## src/rtl/rename_table_pkg.sv

```systemverilog
package rename_table_pkg;
  localparam int NumRegs = 8;
  localparam int TagW    = 4;
  localparam int DataW   = 32;
  localparam int AddrW   = $clog2(NumRegs);
  localparam int NumRdPorts = 2;
  localparam logic [DataW-1:0] ResetBase = 32'h0000_A000;

  typedef logic [TagW-1:0]  tag_t;
  typedef logic [DataW-1:0] data_t;
  typedef logic [AddrW-1:0] addr_t;

  // strobes from control to datapath
  typedef struct packed {
    logic [NumRegs-1:0]    commitWe; // take broadcast data into register i
    logic [NumRdPorts-1:0] fwdSel;   // read port p returns broadcast data
  } strobe_t;
endpackage

```

## src/rtl/rename_table_ctrl.sv

```systemverilog
module rename_table_ctrl
  import rename_table_pkg::*;
(
  input  logic    clk,
  input  logic    rstN,
  input  addr_t   rdAddrA,
  input  addr_t   rdAddrB,
  input  logic    issueEn,
  input  addr_t   issueDst,
  input  tag_t    issueTag,
  input  logic    cdbValid,
  input  tag_t    cdbTag,
  output tag_t    rdTagA,
  output tag_t    rdTagB,
  output strobe_t strobes
);
  tag_t qTag [NumRegs];
  logic cdbLive;
  logic issueLive;
  logic [NumRegs-1:0] matchHit;
  logic [NumRegs-1:0] renameHit;
  addr_t portAddr [NumRdPorts];
  tag_t  portTag  [NumRdPorts];

  assign cdbLive   = cdbValid && (cdbTag != '0);
  assign issueLive = issueEn && (issueTag != '0);

  for (genvar i = 0; i < NumRegs; i++) begin : g_reg
    assign matchHit[i]  = cdbLive && (qTag[i] == cdbTag);
    assign renameHit[i] = issueLive && (issueDst == addr_t'(i));
    // a same-cycle rename takes priority over the commit of the old tag
    assign strobes.commitWe[i] = matchHit[i] && !renameHit[i];

    always_ff @(posedge clk) begin
      if (!rstN) begin
        qTag[i] <= '0;
      end else if (renameHit[i]) begin
        qTag[i] <= issueTag;
      end else if (matchHit[i]) begin
        qTag[i] <= '0;
      end
    end
  end

  assign portAddr[0] = rdAddrA;
  assign portAddr[1] = rdAddrB;

  for (genvar p = 0; p < NumRdPorts; p++) begin : g_port
    logic pending;
    assign pending = qTag[portAddr[p]] != '0;
    assign strobes.fwdSel[p] = pending && cdbLive && (qTag[portAddr[p]] == cdbTag);
    assign portTag[p] = strobes.fwdSel[p] ? '0 : qTag[portAddr[p]];
  end

  assign rdTagA = portTag[0];
  assign rdTagB = portTag[1];
endmodule

```

## src/rtl/rename_table_dp.sv

```systemverilog
module rename_table_dp
  import rename_table_pkg::*;
(
  input  logic    clk,
  input  logic    rstN,
  input  strobe_t strobes,
  input  data_t   cdbData,
  input  addr_t   rdAddrA,
  input  addr_t   rdAddrB,
  output data_t   rdValA,
  output data_t   rdValB
);
  data_t regVal  [NumRegs];
  addr_t portAddr [NumRdPorts];
  data_t portVal  [NumRdPorts];

  for (genvar i = 0; i < NumRegs; i++) begin : g_reg
    always_ff @(posedge clk) begin
      if (!rstN) begin
        regVal[i] <= ResetBase + data_t'(i);
      end else if (strobes.commitWe[i]) begin
        regVal[i] <= cdbData;
      end
    end
  end

  assign portAddr[0] = rdAddrA;
  assign portAddr[1] = rdAddrB;

  for (genvar p = 0; p < NumRdPorts; p++) begin : g_port
    assign portVal[p] = strobes.fwdSel[p] ? cdbData : regVal[portAddr[p]];
  end

  assign rdValA = portVal[0];
  assign rdValB = portVal[1];
endmodule

```

## src/rtl/rename_table.sv

```systemverilog
module rename_table
  import rename_table_pkg::*;
(
  input  logic        clk,
  input  logic        rstN,
  input  logic [2:0]  rdAddrA,
  input  logic [2:0]  rdAddrB,
  output logic [31:0] rdValA,
  output logic [3:0]  rdTagA,
  output logic [31:0] rdValB,
  output logic [3:0]  rdTagB,
  input  logic        issueEn,
  input  logic [2:0]  issueDst,
  input  logic [3:0]  issueTag,
  input  logic        cdbValid,
  input  logic [3:0]  cdbTag,
  input  logic [31:0] cdbData
);
  strobe_t strobes;

  rename_table_ctrl i_ctrl (
    .clk      (clk),
    .rstN     (rstN),
    .rdAddrA  (rdAddrA),
    .rdAddrB  (rdAddrB),
    .issueEn  (issueEn),
    .issueDst (issueDst),
    .issueTag (issueTag),
    .cdbValid (cdbValid),
    .cdbTag   (cdbTag),
    .rdTagA   (rdTagA),
    .rdTagB   (rdTagB),
    .strobes  (strobes)
  );

  rename_table_dp i_dp (
    .clk     (clk),
    .rstN    (rstN),
    .strobes (strobes),
    .cdbData (cdbData),
    .rdAddrA (rdAddrA),
    .rdAddrB (rdAddrB),
    .rdValA  (rdValA),
    .rdValB  (rdValB)
  );
endmodule

```

## config.mk

```make
export PLATFORM = sky130hd
export DESIGN_NAME = rename_table
export DESIGN_NICKNAME = d
export VERILOG_FILES = /design/src/rtl/rename_table_pkg.sv /design/src/rtl/rename_table_ctrl.sv /design/src/rtl/rename_table_dp.sv /design/src/rtl/rename_table.sv
export SDC_FILE = /design/constraint.sdc
export NUM_CORES = 1
export LEC_CHECK = 0
export BUFFER_PORTS_ARGS = -buffer_cell sky130_fd_sc_hd__buf_2
export CAP_MARGIN = 20
export CORE_MARGIN = 1.5
export CORE_UTILIZATION = 61
export CTS_CLUSTER_DIAMETER = 80
export DETAILED_ROUTE_END_ITERATION = 10
export GPL_ROUTABILITY_DRIVEN = 0
export GPL_TIMING_DRIVEN = 1
export PLACE_DENSITY = 0.87
export SLEW_MARGIN = 20
export SYNTH_ARGS = -nofsm -noshare
export SYNTH_HDL_FRONTEND = slang
export SYNTH_HIERARCHICAL = 1
export SYNTH_SLANG_ARGS = --single-unit
```

## constraint.sdc

```tcl
create_clock -name clk -period 4.15 [get_ports clk]
set_input_delay 0.6225 -clock clk [delete_from_list [all_inputs] [get_ports clk]]
set_output_delay 0.6225 -clock clk [all_outputs]
set_load 0.005 [all_outputs]
```

==> results of run 1 <==
## sequential cells by signal, summed over array words and instances (netlist names)
| name | flops |
|---|---|
| i_dp/regVal | 256 |
| i_ctrl/qTag | 32 |
## layout by cell type (no fill, tap or decap), types with 9 or more instances in the layout
master and n:
a22o_1 65, and3_1 260, buf_2 121, buf_4 37, clkbuf_16 29, clkinv_1 11
edfxtp_1 288, mux2_2 131, mux2i_1 141, nand2_1 85, nand2b_2 9, o22ai_1 66
o31ai_2 63, or2_2 29, xor2_1 34
## cell families (layout without fill, tap and decap cells)
kind of cell           Yosys count  after routing  synth area share, %
AND/OR/NAND/NOR                433            435                 14.3
flip-flops                     288            288                 50.0
multiplexers                   286            286                 18.4
AO/OA/AOI/OAI                  215            215                 11.1
buffers and inverters          135            220                 4.33
XOR/XNOR                        36             36                 1.82
other                            0              4                    0
## worst register-to-register path, delay by kind of cell, from the launching register on
kind,cells,cell delay (ns)
simple gates,5,1.23
flops,1,0.49
buf+inv,1,0.45
xor+xnor,1,0.21
## worst max path at each step
stage,startpoint,to,cells past startpoint
2_1_floorplan,rdAddrB[1],rdValB[10],9
3_5_place_dp,rdAddrB[1],rdValB[29],10
5_1_grt,i_ctrl/qTag[1][0],rdValB[29],9
6_report,i_ctrl/qTag[3][0],rdValB[29],9
3_3_place_gp,rdAddrB[1],rdValB[29],10
4_1_cts,i_ctrl/qTag[6][3],rdValB[29],9
## what timing repair did
item	CTS	global route
resized for setup	0	2
endpoints found under the setup margin	0	13
setup buffers	0	3
## layout make-up
class                      instances  area (um2)
antenna                            4        10.0
clock buffer                      32         737
clock inverter                    19         106
fill                            1869        8810
inverter                           1        3.75
multi-input combinational        972        8010
sequential                       288        8650
tap                              378         473
timing repair buffer             168        1060
## metrics by stage
stage	setup slack (ns)	hold slack [ns]
after floorplan	0.585	0.803
after global placement	0.265	1.03
after detailed placement	0.178	1.04
after CTS	0.121	0.483
after global routing	0.0359	0.497
final	0.0682	0.502
## where the power goes
part           switching [W]  internal [W]  leakage (nW)
clock network        0.00106       0.00132         0.420
logic               0.000695      0.000470          4.82
registers          0.0000801       0.00334          2.89
total                0.00184       0.00513          8.13
## metal layers
| metal | global-route usage [%] | wire [um] |
|---|---|---|
| met1 | 43.0 | 17800 |
| met2 | 55.6 | 24000 |
| met3 | 6.56 | 6030 |
| met4 | 17.0 | 2450 |
| met5 | 0 | 13 |
==> out/results.tsv, run 1 <==
metric	value	unit
status	finished, final reports clean	
DR iter-0 viols	1586	
finished layout cell area	19000	um2
Final Util	68.4	%
Bufs and invs on worst path	2	
Total GRT Usage	33.8	%
FMAX	245	MHz
RR Endpoint	i_dp/regVal[6][13]	
largest area contributor in the netlist	edfxtp_1	
Synth Net Count	1446	
r2r setup slk	1.50	ns
Worst slew margin	35.5	%
worst path required time	3.53	ns
Port Buffer Count	124	
CP Capture Type	output port	
Crit Path Max Fanout	30	
post-synthesis cell count	1393	
post-DP HPWL	29.7	mm
Final Hold Vio Count	0	
Post-Syn Area	17300	um2
Crit-path slowest cell	mux4_1	
worst setup path class	reg2out	
Slew Viols, Final	0	
clk buf depth	3	
CTS tree	built	
clk_skew	0.0225	ns
fraction of layout cells with a size suffix above 1	31.5	%
Worst Hold Launch	cdbData[29]	
Routed WL per cell	27.0	um
Hold Crit Depth	2	
Die X	171	um
Placed Area	18100	um2
Post-synth EDFFs	288	
Hold Crit Class	in2reg	
max cap viols	0	
Worst path top cell family by delay	multiplexers	
core area	27900	um2
vias in the first global route	12955	
Leak Pwr	8.13	nW
total power draw	0.00697	W
DR pass1 iterations	5	
pwr/cell area	366	nW/um2
Routed Antenna Nets	0	
Final Cycle Share	98.4	%
clock latency at the later pin of the worst-skew pair	0.55	ns
top cells by count, synth	288 x edfxtp_1, 260 x and3_1, 141 x mux2i_1	
CTS root buf	clkbuf_16	
Worst Setup Start Kind	flip-flop	
io pins	125	
critical-path cell list	mux4_1, mux2i_1, xor2_1, a21boi_4, and2_4, buf_12, nand2_1, o31ai_2, buf_2	
Net count, final	1513	
drt drc	0	
Vias	12938	
Area Growth Syn to Fin	10.1	%
Avg Cell Area, Syn	12.4	um2
first-pass GRT wire length	74.4	mm
leading post-synthesis cells by cell area	edfxtp_1 50%, and3_1 9.4%, mux2_2 8.5%	
RSZ-0062 raised after global routing	false	
Hold EP	i_dp/regVal[5][29]	
initial core utilization	62.1	%
die area	29400	um2
final setup TNS	0	ns
DP Cell Count	1802	
Worst-Margin Slew	0.968	ns
number of vias per cell	6.95	
count leader, synth	edfxtp_1	
Yosys top cell area share	50.0	%
Synth async-reset ratio	0	%
clk sinks	288	
Finished Layout Cells	1862	
htree depth	1	
largest net degree at the start of global routing	129	
# rows	61	
total CTS buffers	29	
FF+latch count, synth	288	
Worst VDD drop	336	uV
setup violators final	0	
synth unique cells	42	
DRT Wirelength	50.3	mm
Critical Path Max Stage Delay	0.53	ns
critical path data arrival time	3.46	ns
post-synthesis sequential area ratio	50.0	%
clock slew at the register clock pins of the worst setup and hold paths	0.07	ns
gr ovfl total	0	
Worst R2R Path Depth	7	
Post-CTS Hold Buffers	0	
ys flop type	edfxtp_1	
worst r2r src	i_ctrl/qTag[6][2]	
YS warnings	6	
Tmin final	4.08	ns
antenna violations before repair	5	
height of the die	171	um
(Power assumes the default switching activity.)
==> run 2: changes to the inputs <==
--- a/config.mk
+++ b/config.mk
@@ -13,7 +13,7 @@
 export DETAILED_ROUTE_END_ITERATION = 10
 export GPL_ROUTABILITY_DRIVEN = 0
 export GPL_TIMING_DRIVEN = 1
-export PLACE_DENSITY = 0.87
+export PLACE_DENSITY = 0.84
 export SLEW_MARGIN = 20
 export SYNTH_ARGS = -nofsm -noshare
 export SYNTH_HDL_FRONTEND = slang
==> run 2 against run 1 <==
  * First-iteration DRC count down 5.2%
  * Global-route usage fell by 0.36 points
  * Design area is 0.20% lower
  * Power hardly changed
  * Die area did not move
  * Critical path depth unchanged
  * Fmax is 5.1% higher
  * Cell count fell by 0.21%
  * Wire length is 1.7% lower
  * Critical endpoint is now rdValA[4]
==> out/results.tsv, run 2 (same netlist as run 1, synthesis figures left out) <==
metric	value	unit	change
worst path required time	3.53	ns	about the same
initial core utilization	62.1	%	unchanged
crit path to	rdValA[4]		
CTS resizes	0		unchanged
Crit Path Max Fanout	20		-33%
critical path data arrival time	3.26	ns	-0.20 ns
worst setup path class	reg2out		
final setup TNS	0	ns	unchanged
total CTS buffers	29		unchanged
htree depth	1		unchanged
drt drc	0		unchanged
height of the die	171	um	unchanged
Worst R2R Path Depth	6		-1
CTS root buf	clkbuf_16		
DRT Wirelength	49.4	mm	-1.7%
clk buf depth	3		unchanged
first-pass GRT wire length	73.3	mm	-1.5%
commonest non-fill, non-tap cell in the layout	edfxtp_1		
Worst Hold Launch	cdbData[1]		
vias in the first global route	12676		-2.2%
RSZ-0062 raised after global routing	false		
worst r2r src	i_ctrl/qTag[3][3]		
die area	29400	um2	unchanged
largest registers	i_dp/regVal (256), i_ctrl/qTag (32)		
Biggest register	i_dp/regVal		
Routed Antenna Nets	0		unchanged
Worst VDD drop	274	uV	-18%
CP Capture Type	output port		
largest net degree at the start of global routing	128		-0.78%
most frequent cells in the layout	288 x edfxtp_1, 260 x and3_1, 141 x mux2i_1		
post-DP HPWL	30.1	mm	+1.3%
Worst-Margin Slew	1.11	ns	+0.140 ns
io pins	125		unchanged
status	finished, final reports clean		
Final Hold Vio Count	0		unchanged
Post-CTS Setup Bufs	0		unchanged
Worst slew margin	26.1	%	-9.3 points
RR Endpoint	i_dp/regVal[3][24]		
flip-flop count of the largest register after layout	256		unchanged
total power draw	0.00697	W	about the same
gr ovfl total	0		unchanged
# rows	61		unchanged
Slew Viols, Final	0		unchanged
clk sinks	288		unchanged
Vias	12901		-0.29%
Tmin final	3.88	ns	-0.197 ns
Area Growth Syn to Fin	9.88	%	
CTS tree	built		
antenna violations before repair	3		-2
Routed WL per cell	26.6	um	-1.5%
Final Cycle Share	93.6	%	-4.7 points
Post-CTS Hold Buffers	0		unchanged
clock latency at the later pin of the worst-skew pair	0.55	ns	about the same
DR iter-0 viols	1504		-5.2%
r2r setup slk	1.53	ns	+0.03 ns
Worst Setup Start Kind	flip-flop		
Port Buffer Count	124		unchanged
Hold Crit Class	in2reg		
fraction of layout cells with a size suffix above 1	31.8	%	+0.29 points
number of vias per cell	6.94		about the same
core area	27900	um2	unchanged
clock slew at the register clock pins of the worst setup and hold paths	0.07	ns	about the same
clk_skew	0.00622	ns	-0.0163 ns
DR pass1 iterations	5		unchanged
Setup crit start	i_ctrl/qTag[7][1]		
FMAX	257	MHz	+5.1%
pwr/cell area	366	nW/um2	+0.12%
setup violators final	0		unchanged
Die X	171	um	unchanged
Total GRT Usage	33.5	%	-0.36 points
max cap viols	0		unchanged
Leak Pwr	8.10	nW	-0.37%
Net count, final	1514		+0.066%
-- run 2: cell types whose count changed in the layout (fill, tap and decap cells not counted), moves of 2 or more --
cell / before / now
clkinv_2: 7 / 2
clkinv_4: 0 / 4
clkinvlp_4: 0 / 4
clkinv_1: 11 / 4
inv_6: 0 / 2
buf_4: 37 / 42
buf_12: 7 / 5
diode_2: 4 / 1
and2_2: 2 / 0
-- run 2: area by class of cell --
class,count,area [um2]
Antenna cell,1,2.50
Tap cell,378,473
Sequential cell,288,8650
Clock buffer,33,741
Inverter,1,3.75
Timing Repair Buffer,171,1050
Clock inverter,16,108
Multi-Input combinational cell,970,7980
Fill cell,1889,8850
-- run 2: critical path, cell delays in order (launching register included) --
cell,delay (ns)
edfxtp_1,0.46
mux4_2,0.49
mux2i_1,0.23
xor2_1,0.22
a21boi_2,0.26
and2_4,0.42
buf_4,0.29
nand2_1,0.09
o31ai_2,0.07
buf_2,0.16
-- run 2: worst min path at each step --
stage                                    end  depth (start not counted)
after floorplan           i_dp/regVal[4][13]                          1
after detailed placement   i_dp/regVal[3][1]                          2
final                      i_dp/regVal[3][1]                          2
after CTS                  i_dp/regVal[3][1]                          2
after global routing      i_dp/regVal[6][20]                          2
after global placement     i_dp/regVal[3][1]                          2
-- run 2: layer usage --
metal / vias to the layer above / wire, um / GRT usage (%)
met1: 6353 / 17800 / 41.8
met3: 180 / 5120 / 6.12
met5: - / 13 / 0
met4: 2 / 2370 / 17.9
met2: 817 / 24100 / 55.6
li1: 5549 / - / -
-- run 2: through the flow --
| step | setup slack, ns | utilization, % | instances | hold slack (ns) | instance area (um2) |
|---|---|---|---|---|---|
| after CTS | 0.285 | 68.1 | 1856 | 0.475 | 19000 |
| after floorplan | 0.585 | - | 1393 | 0.803 | 17300 |
| after detailed placement | 0.394 | 65.1 | 1807 | 1.04 | 18100 |
| after global routing | 0.134 | 68.2 | 1857 | 0.507 | 19000 |
| final | 0.265 | 68.2 | 1858 | 0.489 | 19000 |
| after global placement | 0.432 | 65.1 | 1807 | 1.03 | 18100 |
-- run 2: report_power, final --
part	total [W]	switching, W	internal [W]
Combinational	0.00115	0.000688	0.000465
Clock	0.00239	0.00111	0.00128
Sequential	0.00342	0.0000784	0.00334
